<file path="config.mk">
export PLATFORM = sky130hd
export DESIGN_NAME = refsel_top
export DESIGN_NICKNAME = d
export VERILOG_FILES = /design/src/rtl/refsel_pkg.sv /design/src/rtl/refsel_win.sv /design/src/rtl/refsel_mon.sv /design/src/rtl/refsel_pick.sv /design/src/rtl/refsel_div.sv /design/src/rtl/refsel_top.sv
export SDC_FILE = /design/constraint.sdc
export NUM_CORES = 1
export LEC_CHECK = 0
export BUFFER_PORTS_ARGS = -buffer_cell sky130_fd_sc_hd__clkbuf_2
export CORE_MARGIN = 3
export CORE_UTILIZATION = 58
export CTS_BUF_LIST = sky130_fd_sc_hd__clkbuf_2 sky130_fd_sc_hd__clkbuf_4 sky130_fd_sc_hd__clkbuf_8
export CTS_CLUSTER_DIAMETER = 40
export CTS_CLUSTER_SIZE = 12
export DETAILED_ROUTE_END_ITERATION = 10
export PLACE_DENSITY = 0.8
export SYNTH_ARGS = -nofsm -noshare
export SYNTH_HDL_FRONTEND = slang
export SYNTH_HIERARCHICAL = 1
export SYNTH_SLANG_ARGS = --single-unit
</file>
<file path="constraint.sdc">
create_clock -name clk -period 10.4 [get_ports clk]
set_clock_uncertainty 0.2 [all_clocks]
set_input_delay 1.04 -clock clk [delete_from_list [all_inputs] [get_ports clk]]
set_output_delay 1.04 -clock clk [all_outputs]
set_load 0.02 [all_outputs]
</file>
<file path="src/rtl/refsel_pkg.sv">
package refsel_pkg;
  localparam int NUM_LOOPS = 2;

  typedef enum logic [1:0] {
    ACT_KEEP     = 2'd0,
    ACT_FAILOVER = 2'd1,
    ACT_WAIT     = 2'd2,
    ACT_REVERT   = 2'd3
  } pick_act_e;
endpackage

</file>
<file path="src/rtl/refsel_win.sv">
module refsel_win #(
  parameter int WIN_LEN = 256,
  localparam int WIN_W = $clog2(WIN_LEN)
) (
  input  logic clk,
  input  logic rst_n,
  output logic end_o
);
  logic [WIN_W-1:0] cnt_q, cnt_n;

  always_comb begin
    end_o = (cnt_q == WIN_W'(WIN_LEN - 1));
    cnt_n = end_o ? '0 : cnt_q + WIN_W'(1);
  end

  always_ff @(posedge clk or negedge rst_n) begin
    if (!rst_n) cnt_q <= '0;
    else        cnt_q <= cnt_n;
  end

  // windows are never shorter than two cycles
  assert_window_gap_R3: assert property (@(posedge clk) disable iff (!rst_n)
    end_o |=> !end_o);
endmodule

</file>
<file path="src/rtl/refsel_mon.sv">
module refsel_mon #(
  parameter int TO_W  = 16,
  parameter int CNT_W = 9
) (
  input  logic             clk,
  input  logic             rst_n,
  input  logic             ref_i,
  input  logic             win_end_i,
  input  logic [TO_W-1:0]  idle_limit_i,
  input  logic [CNT_W-1:0] cnt_lo_i,
  input  logic [CNT_W-1:0] cnt_hi_i,
  output logic             rise_o,
  output logic             valid_o
);
  logic [2:0]       sync_q;
  logic [TO_W-1:0]  idle_q, idle_n;
  logic [CNT_W-1:0] edges_q, edges_n, edges_sum;
  logic             active_q, active_n;
  logic             fok_q, fok_n;

  always_comb begin
    rise_o    = sync_q[1] & ~sync_q[2];
    if (rise_o)                      idle_n = '0;
    else if (idle_q >= idle_limit_i) idle_n = idle_q;
    else                             idle_n = idle_q + TO_W'(1);
    active_n  = (idle_n < idle_limit_i);
    edges_sum = edges_q + CNT_W'(rise_o);
    edges_n   = win_end_i ? '0 : edges_sum;
    if (!active_n)      fok_n = 1'b0;
    else if (win_end_i) fok_n = (edges_sum >= cnt_lo_i) && (edges_sum <= cnt_hi_i);
    else                fok_n = fok_q;
    valid_o   = active_q & fok_q;
  end

  always_ff @(posedge clk or negedge rst_n) begin
    if (!rst_n) begin
      sync_q   <= '0;
      idle_q   <= '0;
      edges_q  <= '0;
      active_q <= 1'b0;
      fok_q    <= 1'b0;
    end else begin
      sync_q   <= {sync_q[1:0], ref_i};
      idle_q   <= idle_n;
      edges_q  <= edges_n;
      active_q <= active_n;
      fok_q    <= fok_n;
    end
  end

  // qualification only appears at a window boundary
  assert_qualify_at_window_R3: assert property (@(posedge clk) disable iff (!rst_n)
    $rose(valid_o) |-> $past(win_end_i));

  // a reference idle past the limit is never reported valid
  assert_idle_drop_R2: assert property (@(posedge clk) disable iff (!rst_n)
    ($stable(idle_limit_i) && idle_q >= idle_limit_i) |-> !valid_o);
endmodule

</file>
<file path="src/rtl/refsel_pick.sv">
module refsel_pick
  import refsel_pkg::*;
#(
  parameter int N_IN   = 8,
  parameter int PRIO_W = 3,
  parameter int HOLD_W = 16,
  localparam int IDX_W = $clog2(N_IN)
) (
  input  logic                   clk,
  input  logic                   rst_n,
  input  logic [N_IN-1:0]        valid_i,
  input  logic [N_IN*PRIO_W-1:0] prio_i,
  input  logic                   revert_i,
  input  logic [HOLD_W-1:0]      holdoff_i,
  output logic                   sel_vld_o,
  output logic [IDX_W-1:0]       sel_idx_o
);
  logic [N_IN-1:0]   elig_v;
  logic              best_found;
  logic [IDX_W-1:0]  best_idx;
  logic [PRIO_W-1:0] best_prio, cur_prio;
  logic              cur_elig, better;
  pick_act_e         act;

  logic              cur_vld_q, cur_vld_n;
  logic [IDX_W-1:0]  cur_idx_q, cur_idx_n;
  logic              hold_vld_q, hold_vld_n;
  logic [IDX_W-1:0]  hold_idx_q, hold_idx_n;
  logic [HOLD_W-1:0] hold_cnt_q, hold_cnt_n;

  // candidate scan: strict compare keeps the lower index on ties
  always_comb begin
    best_found = 1'b0;
    best_idx   = '0;
    best_prio  = '0;
    for (int i = 0; i < N_IN; i++) begin
      elig_v[i] = valid_i[i] & (|prio_i[i*PRIO_W +: PRIO_W]);
      if (elig_v[i] && (!best_found || prio_i[i*PRIO_W +: PRIO_W] < best_prio)) begin
        best_found = 1'b1;
        best_idx   = IDX_W'(i);
        best_prio  = prio_i[i*PRIO_W +: PRIO_W];
      end
    end
  end

  always_comb begin
    cur_prio = prio_i[cur_idx_q*PRIO_W +: PRIO_W];
    cur_elig = cur_vld_q & elig_v[cur_idx_q];
    better   = best_found && (best_prio < cur_prio);
    if (!cur_elig)
      act = ACT_FAILOVER;
    else if (revert_i && better)
      act = (hold_vld_q && hold_idx_q == best_idx && hold_cnt_q >= holdoff_i) ? ACT_REVERT : ACT_WAIT;
    else
      act = ACT_KEEP;
  end

  always_comb begin
    cur_vld_n  = cur_vld_q;
    cur_idx_n  = cur_idx_q;
    hold_vld_n = 1'b0;
    hold_idx_n = hold_idx_q;
    hold_cnt_n = '0;
    case (act)
      ACT_FAILOVER: begin
        cur_vld_n = best_found;
        if (best_found) cur_idx_n = best_idx;
      end
      ACT_REVERT: cur_idx_n = best_idx;
      ACT_WAIT: begin
        hold_vld_n = 1'b1;
        hold_idx_n = best_idx;
        if (hold_vld_q && hold_idx_q == best_idx)
          hold_cnt_n = (hold_cnt_q == '1) ? hold_cnt_q : hold_cnt_q + HOLD_W'(1);
        else
          hold_cnt_n = HOLD_W'(1);
      end
      default: ;
    endcase
  end

  always_ff @(posedge clk or negedge rst_n) begin
    if (!rst_n) begin
      cur_vld_q  <= 1'b0;
      cur_idx_q  <= '0;
      hold_vld_q <= 1'b0;
      hold_idx_q <= '0;
      hold_cnt_q <= '0;
    end else begin
      cur_vld_q  <= cur_vld_n;
      cur_idx_q  <= cur_idx_n;
      hold_vld_q <= hold_vld_n;
      hold_idx_q <= hold_idx_n;
      hold_cnt_q <= hold_cnt_n;
    end
  end

  assign sel_vld_o = cur_vld_q;
  assign sel_idx_o = cur_idx_q;

  // nothing eligible leaves the loop without a selection
  assert_none_eligible_R4: assert property (@(posedge clk) disable iff (!rst_n)
    !$past(|elig_v) |-> !cur_vld_q);

  // a lost selection is replaced by the best candidate at once
  assert_failover_R6: assert property (@(posedge clk) disable iff (!rst_n)
    ($past(!cur_elig) && $past(best_found)) |-> (cur_vld_q && cur_idx_q == $past(best_idx)));

  // nonrevertive keeps an eligible selection
  assert_nonrev_hold_R7: assert property (@(posedge clk) disable iff (!rst_n)
    ($past(!revert_i) && $past(cur_elig)) |-> (cur_vld_q && $stable(cur_idx_q)));

  // leaving an eligible selection requires revert mode and an expired hold-off
  assert_revert_wait_R8: assert property (@(posedge clk) disable iff (!rst_n)
    ($past(cur_elig) && cur_idx_q != $past(cur_idx_q))
      |-> ($past(revert_i) && $past(hold_cnt_q) >= $past(holdoff_i)));
endmodule

</file>
<file path="src/rtl/refsel_div.sv">
module refsel_div #(
  parameter int N_IN  = 8,
  parameter int DIV_W = 8,
  localparam int IDX_W = $clog2(N_IN)
) (
  input  logic             clk,
  input  logic             rst_n,
  input  logic [N_IN-1:0]  rise_i,
  input  logic             sel_vld_i,
  input  logic [IDX_W-1:0] sel_idx_i,
  input  logic [DIV_W-1:0] div_i,
  output logic             tick_o
);
  logic [DIV_W-1:0] cnt_q, cnt_n, last;
  logic             vld_q;
  logic [IDX_W-1:0] idx_q;
  logic             tick_q, tick_n;
  logic             edge_sel, chg;

  always_comb begin
    edge_sel = sel_vld_i & rise_i[sel_idx_i];
    chg      = (sel_vld_i != vld_q) || (sel_idx_i != idx_q);
    last     = (div_i == '0) ? '0 : div_i - DIV_W'(1);
    cnt_n    = cnt_q;
    tick_n   = 1'b0;
    if (chg) begin
      cnt_n = '0;
    end else if (edge_sel) begin
      if (cnt_q >= last) begin
        cnt_n  = '0;
        tick_n = 1'b1;
      end else begin
        cnt_n = cnt_q + DIV_W'(1);
      end
    end
  end

  always_ff @(posedge clk or negedge rst_n) begin
    if (!rst_n) begin
      cnt_q  <= '0;
      vld_q  <= 1'b0;
      idx_q  <= '0;
      tick_q <= 1'b0;
    end else begin
      cnt_q  <= cnt_n;
      vld_q  <= sel_vld_i;
      idx_q  <= sel_idx_i;
      tick_q <= tick_n;
    end
  end

  assign tick_o = tick_q;

  // every tick follows an edge of the selected reference
  assert_tick_on_edge_R9: assert property (@(posedge clk) disable iff (!rst_n)
    tick_q |-> $past(edge_sel));
endmodule

</file>
<file path="src/rtl/refsel_top.sv">
module refsel_top
  import refsel_pkg::*;
#(
  parameter int N_IN    = 8,
  parameter int PRIO_W  = 3,
  parameter int TO_W    = 16,
  parameter int WIN_LEN = 256,
  parameter int HOLD_W  = 16,
  parameter int DIV_W   = 8,
  localparam int IDX_W  = $clog2(N_IN),
  localparam int CNT_W  = $clog2(WIN_LEN + 1)
) (
  input  logic                   clk,
  input  logic                   rst_n,
  input  logic [N_IN-1:0]        ref_in,
  input  logic [TO_W-1:0]        idle_limit,
  input  logic [CNT_W-1:0]       cnt_lo,
  input  logic [CNT_W-1:0]       cnt_hi,
  input  logic [N_IN*PRIO_W-1:0] prio_a,
  input  logic [N_IN*PRIO_W-1:0] prio_b,
  input  logic                   revert_a,
  input  logic                   revert_b,
  input  logic [HOLD_W-1:0]      holdoff_a,
  input  logic [HOLD_W-1:0]      holdoff_b,
  input  logic [DIV_W-1:0]       div_a,
  input  logic [DIV_W-1:0]       div_b,
  output logic [N_IN-1:0]        in_valid,
  output logic                   sel_a_vld,
  output logic [IDX_W-1:0]       sel_a_idx,
  output logic                   tick_a,
  output logic                   sel_b_vld,
  output logic [IDX_W-1:0]       sel_b_idx,
  output logic                   tick_b
);
  logic                   win_end;
  logic [N_IN-1:0]        rise_v, valid_v;
  logic [N_IN*PRIO_W-1:0] prio_l    [NUM_LOOPS];
  logic                   revert_l  [NUM_LOOPS];
  logic [HOLD_W-1:0]      holdoff_l [NUM_LOOPS];
  logic [DIV_W-1:0]       div_l     [NUM_LOOPS];
  logic                   vld_l     [NUM_LOOPS];
  logic [IDX_W-1:0]       idx_l     [NUM_LOOPS];
  logic                   tick_l    [NUM_LOOPS];

  refsel_win #(.WIN_LEN(WIN_LEN)) u_win (
    .clk(clk), .rst_n(rst_n), .end_o(win_end)
  );

  for (genvar g = 0; g < N_IN; g++) begin : g_mon
    refsel_mon #(.TO_W(TO_W), .CNT_W(CNT_W)) u_mon (
      .clk(clk), .rst_n(rst_n), .ref_i(ref_in[g]), .win_end_i(win_end),
      .idle_limit_i(idle_limit), .cnt_lo_i(cnt_lo), .cnt_hi_i(cnt_hi),
      .rise_o(rise_v[g]), .valid_o(valid_v[g])
    );
  end

  assign prio_l[0]    = prio_a;
  assign prio_l[1]    = prio_b;
  assign revert_l[0]  = revert_a;
  assign revert_l[1]  = revert_b;
  assign holdoff_l[0] = holdoff_a;
  assign holdoff_l[1] = holdoff_b;
  assign div_l[0]     = div_a;
  assign div_l[1]     = div_b;

  for (genvar l = 0; l < NUM_LOOPS; l++) begin : g_loop
    refsel_pick #(.N_IN(N_IN), .PRIO_W(PRIO_W), .HOLD_W(HOLD_W)) u_pick (
      .clk(clk), .rst_n(rst_n), .valid_i(valid_v), .prio_i(prio_l[l]),
      .revert_i(revert_l[l]), .holdoff_i(holdoff_l[l]),
      .sel_vld_o(vld_l[l]), .sel_idx_o(idx_l[l])
    );
    refsel_div #(.N_IN(N_IN), .DIV_W(DIV_W)) u_div (
      .clk(clk), .rst_n(rst_n), .rise_i(rise_v), .sel_vld_i(vld_l[l]),
      .sel_idx_i(idx_l[l]), .div_i(div_l[l]), .tick_o(tick_l[l])
    );
  end

  assign in_valid  = valid_v;
  assign sel_a_vld = vld_l[0];
  assign sel_a_idx = idx_l[0];
  assign tick_a    = tick_l[0];
  assign sel_b_vld = vld_l[1];
  assign sel_b_idx = idx_l[1];
  assign tick_b    = tick_l[1];
endmodule

</file>
==> results <==
- The flow ran to the end, but the final reports show violations.
- The final reports fail on negative setup slack.
- The count of max-cap constraint violations is 0.
- The count of endpoints failing setup in the final report is 25.
- Leaving out fill and tap cells, the most frequent cell in the layout is ha_1.
- The data required time of the worst path is 10.76 ns.
- The number of different library cells used by synthesis comes to between 100 and 150.
- The first global-routing pass estimated between 100000 and 150000 um of wire.
- The count of final max-slew check failures is 0.
- The wire length per cell after detailed routing is 18.7 um.
- For this run, the top clock speed supported by timing is around 94 MHz.
- For the pin with the worst max-slew slack, the measured transition is roughly 1.2 ns.
- The number of warnings reported in the yosys synthesis log is 6.
- The number of synthesized register bits is approximately 320.
- The floorplan step defined a die boundary enclosing 0.0532 mm^2.
- By startpoint and endpoint, the worst setup path is classified as reg2reg.
- The count of antenna-violating nets left after detailed routing is 0.
- The fraction of synthesized cell area taken by the top area cell type is 0.275.
- The final layout contains 4234 nets.
- The number of standard-cell rows in the floorplan is 81.
- The overall power consumption is approximately 5 mW.
- Once routing completed, OpenROAD measured the worst setup slack at -0.205 ns.
- The cell sitting at the root of the clock tree is a clkbuf_8.
- For this run, the leading register cell type out of synthesis is dfrtp_1.
- The number of antenna violations at the first check in global routing came to 2.
- The total clock buffers created by CTS is slightly below 60.
- The portion of the clock cycle consumed by the worst path in the final layout is 1.02.
- The maximum buffer depth of the clock tree is 3.
- The worst-path cell with the longest stage delay is a2111oi_4.
- The global placer's final weighted congestion is approximately 0.95.
- Ranked by total cell area, the synthesized netlist is headed by dfrtp_1, ha_1, inv_1, a21oi_1, nand2_1.
- In the final layout, the share of cells above drive strength 1 is 0.179.
- The class of the tightest hold or removal check is reg2reg.
- The quantity of I/O buffers inserted on ports is around 160.
- The sequential-to-total area share from yosys stat is 0.275.
- The endpoint class of the critical path is a flip-flop.
- The synthesized design contains 0 enable-type register cells.
- The wire length after detailed routing is 80500 um.
- The final route contains 26200 vias.
- Setup total negative slack on the finished layout was measured at -2.47 ns.
- The clock drives 322 sinks.
- The tightest hold path in the finished design has a slack of 0.147 ns.
- Subtracting the final worst setup slack from the clock period gives around 11 ns.
- In the synthesized netlist the async set-or-reset flop fraction comes to 1.00.
- The headroom to the max-slew limit is 0.229.
- The maximum fanout along the worst path is 5.
- For this design, the CTS-stage hold fixing added 0 buffers.
- The library cell occupying the most area in the post-synthesis netlist is dfrtp_1.
- The setup slack of the most critical reg-to-reg path is -0.20 ns.
- For this design the ratio of total power to cell area is between 100 and 150 mW/mm^2.
- For this block, the initial DRC count from the detailed router was 1935.
- After legalization and detailed placement, the total HPWL measured 58100 um.
- In the routed design, unresolved DRC markers number 0.
- The I/O pin count is 160.
- The number of nets handed over by synthesis was 3902.
- The cell area that synthesis handed to floorplanning was roughly 0.029 mm^2.
- In the routed layout, each cell is associated on average with a via count of 6.09.
- Measured along the x axis, the die boundary spans ~230 um.
- The critical path startpoint category is a flip-flop.
- The combined global-route utilization of all metal layers is 0.292.
- The number of hold violations in the final report is 0.
- The overall die height is between 200 and 250 um.
- Setup repair after global routing could not meet its margin everywhere.
- The peak ir drop on the vdd network is about 0.11 mV.
- In the layout the commonest cells are ha_1, inv_1, dfrtp_1.
- Entering global routing, the biggest net connects around 120 pins.
- The average instance area after synthesis is 8.99 um^2.
- The post-route core utilization is 0.689.
- The area growth from synthesis to layout is 16.1%.
- The area of the core is 0.0494 mm^2.
- The clock reaches the later pin of the worst-skew pair after approximately 0.69 ns.
- The CTS tree is built.
- In this run the static leakage power is about 17 nW.
- The number of detailed-routing iterations run before antenna repair is 6.
- The most prevalent standard cell on the critical path is ha_4.
- The clock transition at the registers of the reported paths is ~0.070 ns.
- The total congestion overflow is 0.
- The H-tree was split into 2 levels.
- The via count of the first global-routing pass was 25600.
- The worst slack at placement is -0.664 ns.
- For this configuration, the core starts out at a cell density of 0.593.
- In this design, the stage delay of the slowest critical-path cell is around 0.38 ns.
- The gate count after technology mapping is roughly 3300.
- The data arrival time of the worst path is 10.97 ns.
metrics by stage:
step	instance area, um^2	cells
after global placement	31700	4148
after floorplan	29500	3257
after global routing	34000	4304
final	34000	4305
after CTS	33200	4271
after detailed placement	31700	4148
per-layer routing:
metal,GRT usage,part of all wire
met5,0,0
met4,0.125,0.045
met3,0.0381,0.070
met2,0.477,0.46
met1,0.392,0.43
cell usage after synthesis (29+ instances only):
cell type and instances:
nand2_1 217, and3_1 32, a211oi_1 30, inv_1 385, nor2_1 205, dfrtp_1 322, or4_1 29, a21o_1 61
nand4_1 101, a21oi_1 211, and2_1 62, ha_1 503, nor3_1 54, mux2i_1 36, o21ai_0 118, or3_1 40
nor2b_1 67, nand3_1 107, o31ai_1 44, xnor2_1 83, nand2b_1 31, xor2_1 78
final cells by class:
cell class              count  area (um^2)
clock buffers              63          861
repair buffers            307         1990
flip-flops and latches    322         8060
inverters                 393         1480
fillers                  3793        15400
clock inverters            48          499
diodes                      2         5.00
multi-input cells        2506        20300
well taps                 664          831
worst max-delay path: cells and delay by family, from the launching register on:
family	cells	cell delay (ns)
multiplexers	7	2.00
adder cells (fa/ha/maj)	8	2.09
AO/OA/AOI/OAI	24	4.17
buffers and inverters	7	0.70
flip-flops	1	0.35
AND/OR/NAND/NOR	7	0.94
where the power goes:
part	total [mW]	switching, mW	internal (mW)
Combinational	1.97	1.07	0.905
Sequential	1.68	0.244	1.44
Clock	1.39	0.662	0.728
flip-flops by register name, summed over array words and instances (netlist names), 6 cells and up:
register / count
g_mon.u_mon/active_q: 8
u_win/cnt_q: 8
g_mon.u_mon/sync_q: 24
g_mon.u_mon/edges_q: 72
g_mon.u_mon/fok_q: 8
g_loop.u_div/idx_q: 6
g_loop.u_pick/hold_cnt_q: 32
g_loop.u_pick/hold_idx_q: 6
g_loop.u_div/cnt_q: 16
g_loop.u_pick/sel_idx_o: 6
g_mon.u_mon/idle_q: 128
cells by family (layout without fill, tap and decap cells):
family,Yosys count,count (layout),share of synthesized area
flops,322,322,0.275
simple gates,1044,1044,0.192
other cells,0,2,0
mux,71,71,0.0333
compound gates,727,727,0.180
buf+inv,429,811,0.0569
xor+xnor,161,161,0.0482
fa+ha+maj,503,503,0.215
path summary, 6_finish.rpt:
check,startpoint,to,depth (start not counted)
setup / recovery,g_mon[0].u_mon/fok_q$_DFFE_PN0P_,g_loop[1].u_pick/hold_idx_q[2]$_DFFE_PN0N_,53
hold / removal,g_mon[3].u_mon/sync_q[0]$_DFF_PN0_,g_mon[3].u_mon/sync_q[1]$_DFF_PN0_,0
setup reg to reg,g_mon[0].u_mon/fok_q$_DFFE_PN0P_,g_loop[1].u_pick/hold_idx_q[2]$_DFFE_PN0N_,53
hold reg to reg,g_mon[3].u_mon/sync_q[0]$_DFF_PN0_,g_mon[3].u_mon/sync_q[1]$_DFF_PN0_,0
max in group asynchronous,rst_n,g_mon[2].u_mon/idle_q[10]$_DFF_PN0_,3
min in group asynchronous,rst_n,g_loop[0].u_div/cnt_q[0]$_DFFE_PN0P_,1
repair_timing:
action                                  in CTS  in global routing
gates resized for setup                      4                110
setup buffers                               12                 33
pin swaps                                   10                 76
gates cloned                                 0                  1
endpoints found under the setup margin      25                 46
Power figures use the tool's default switching activity.
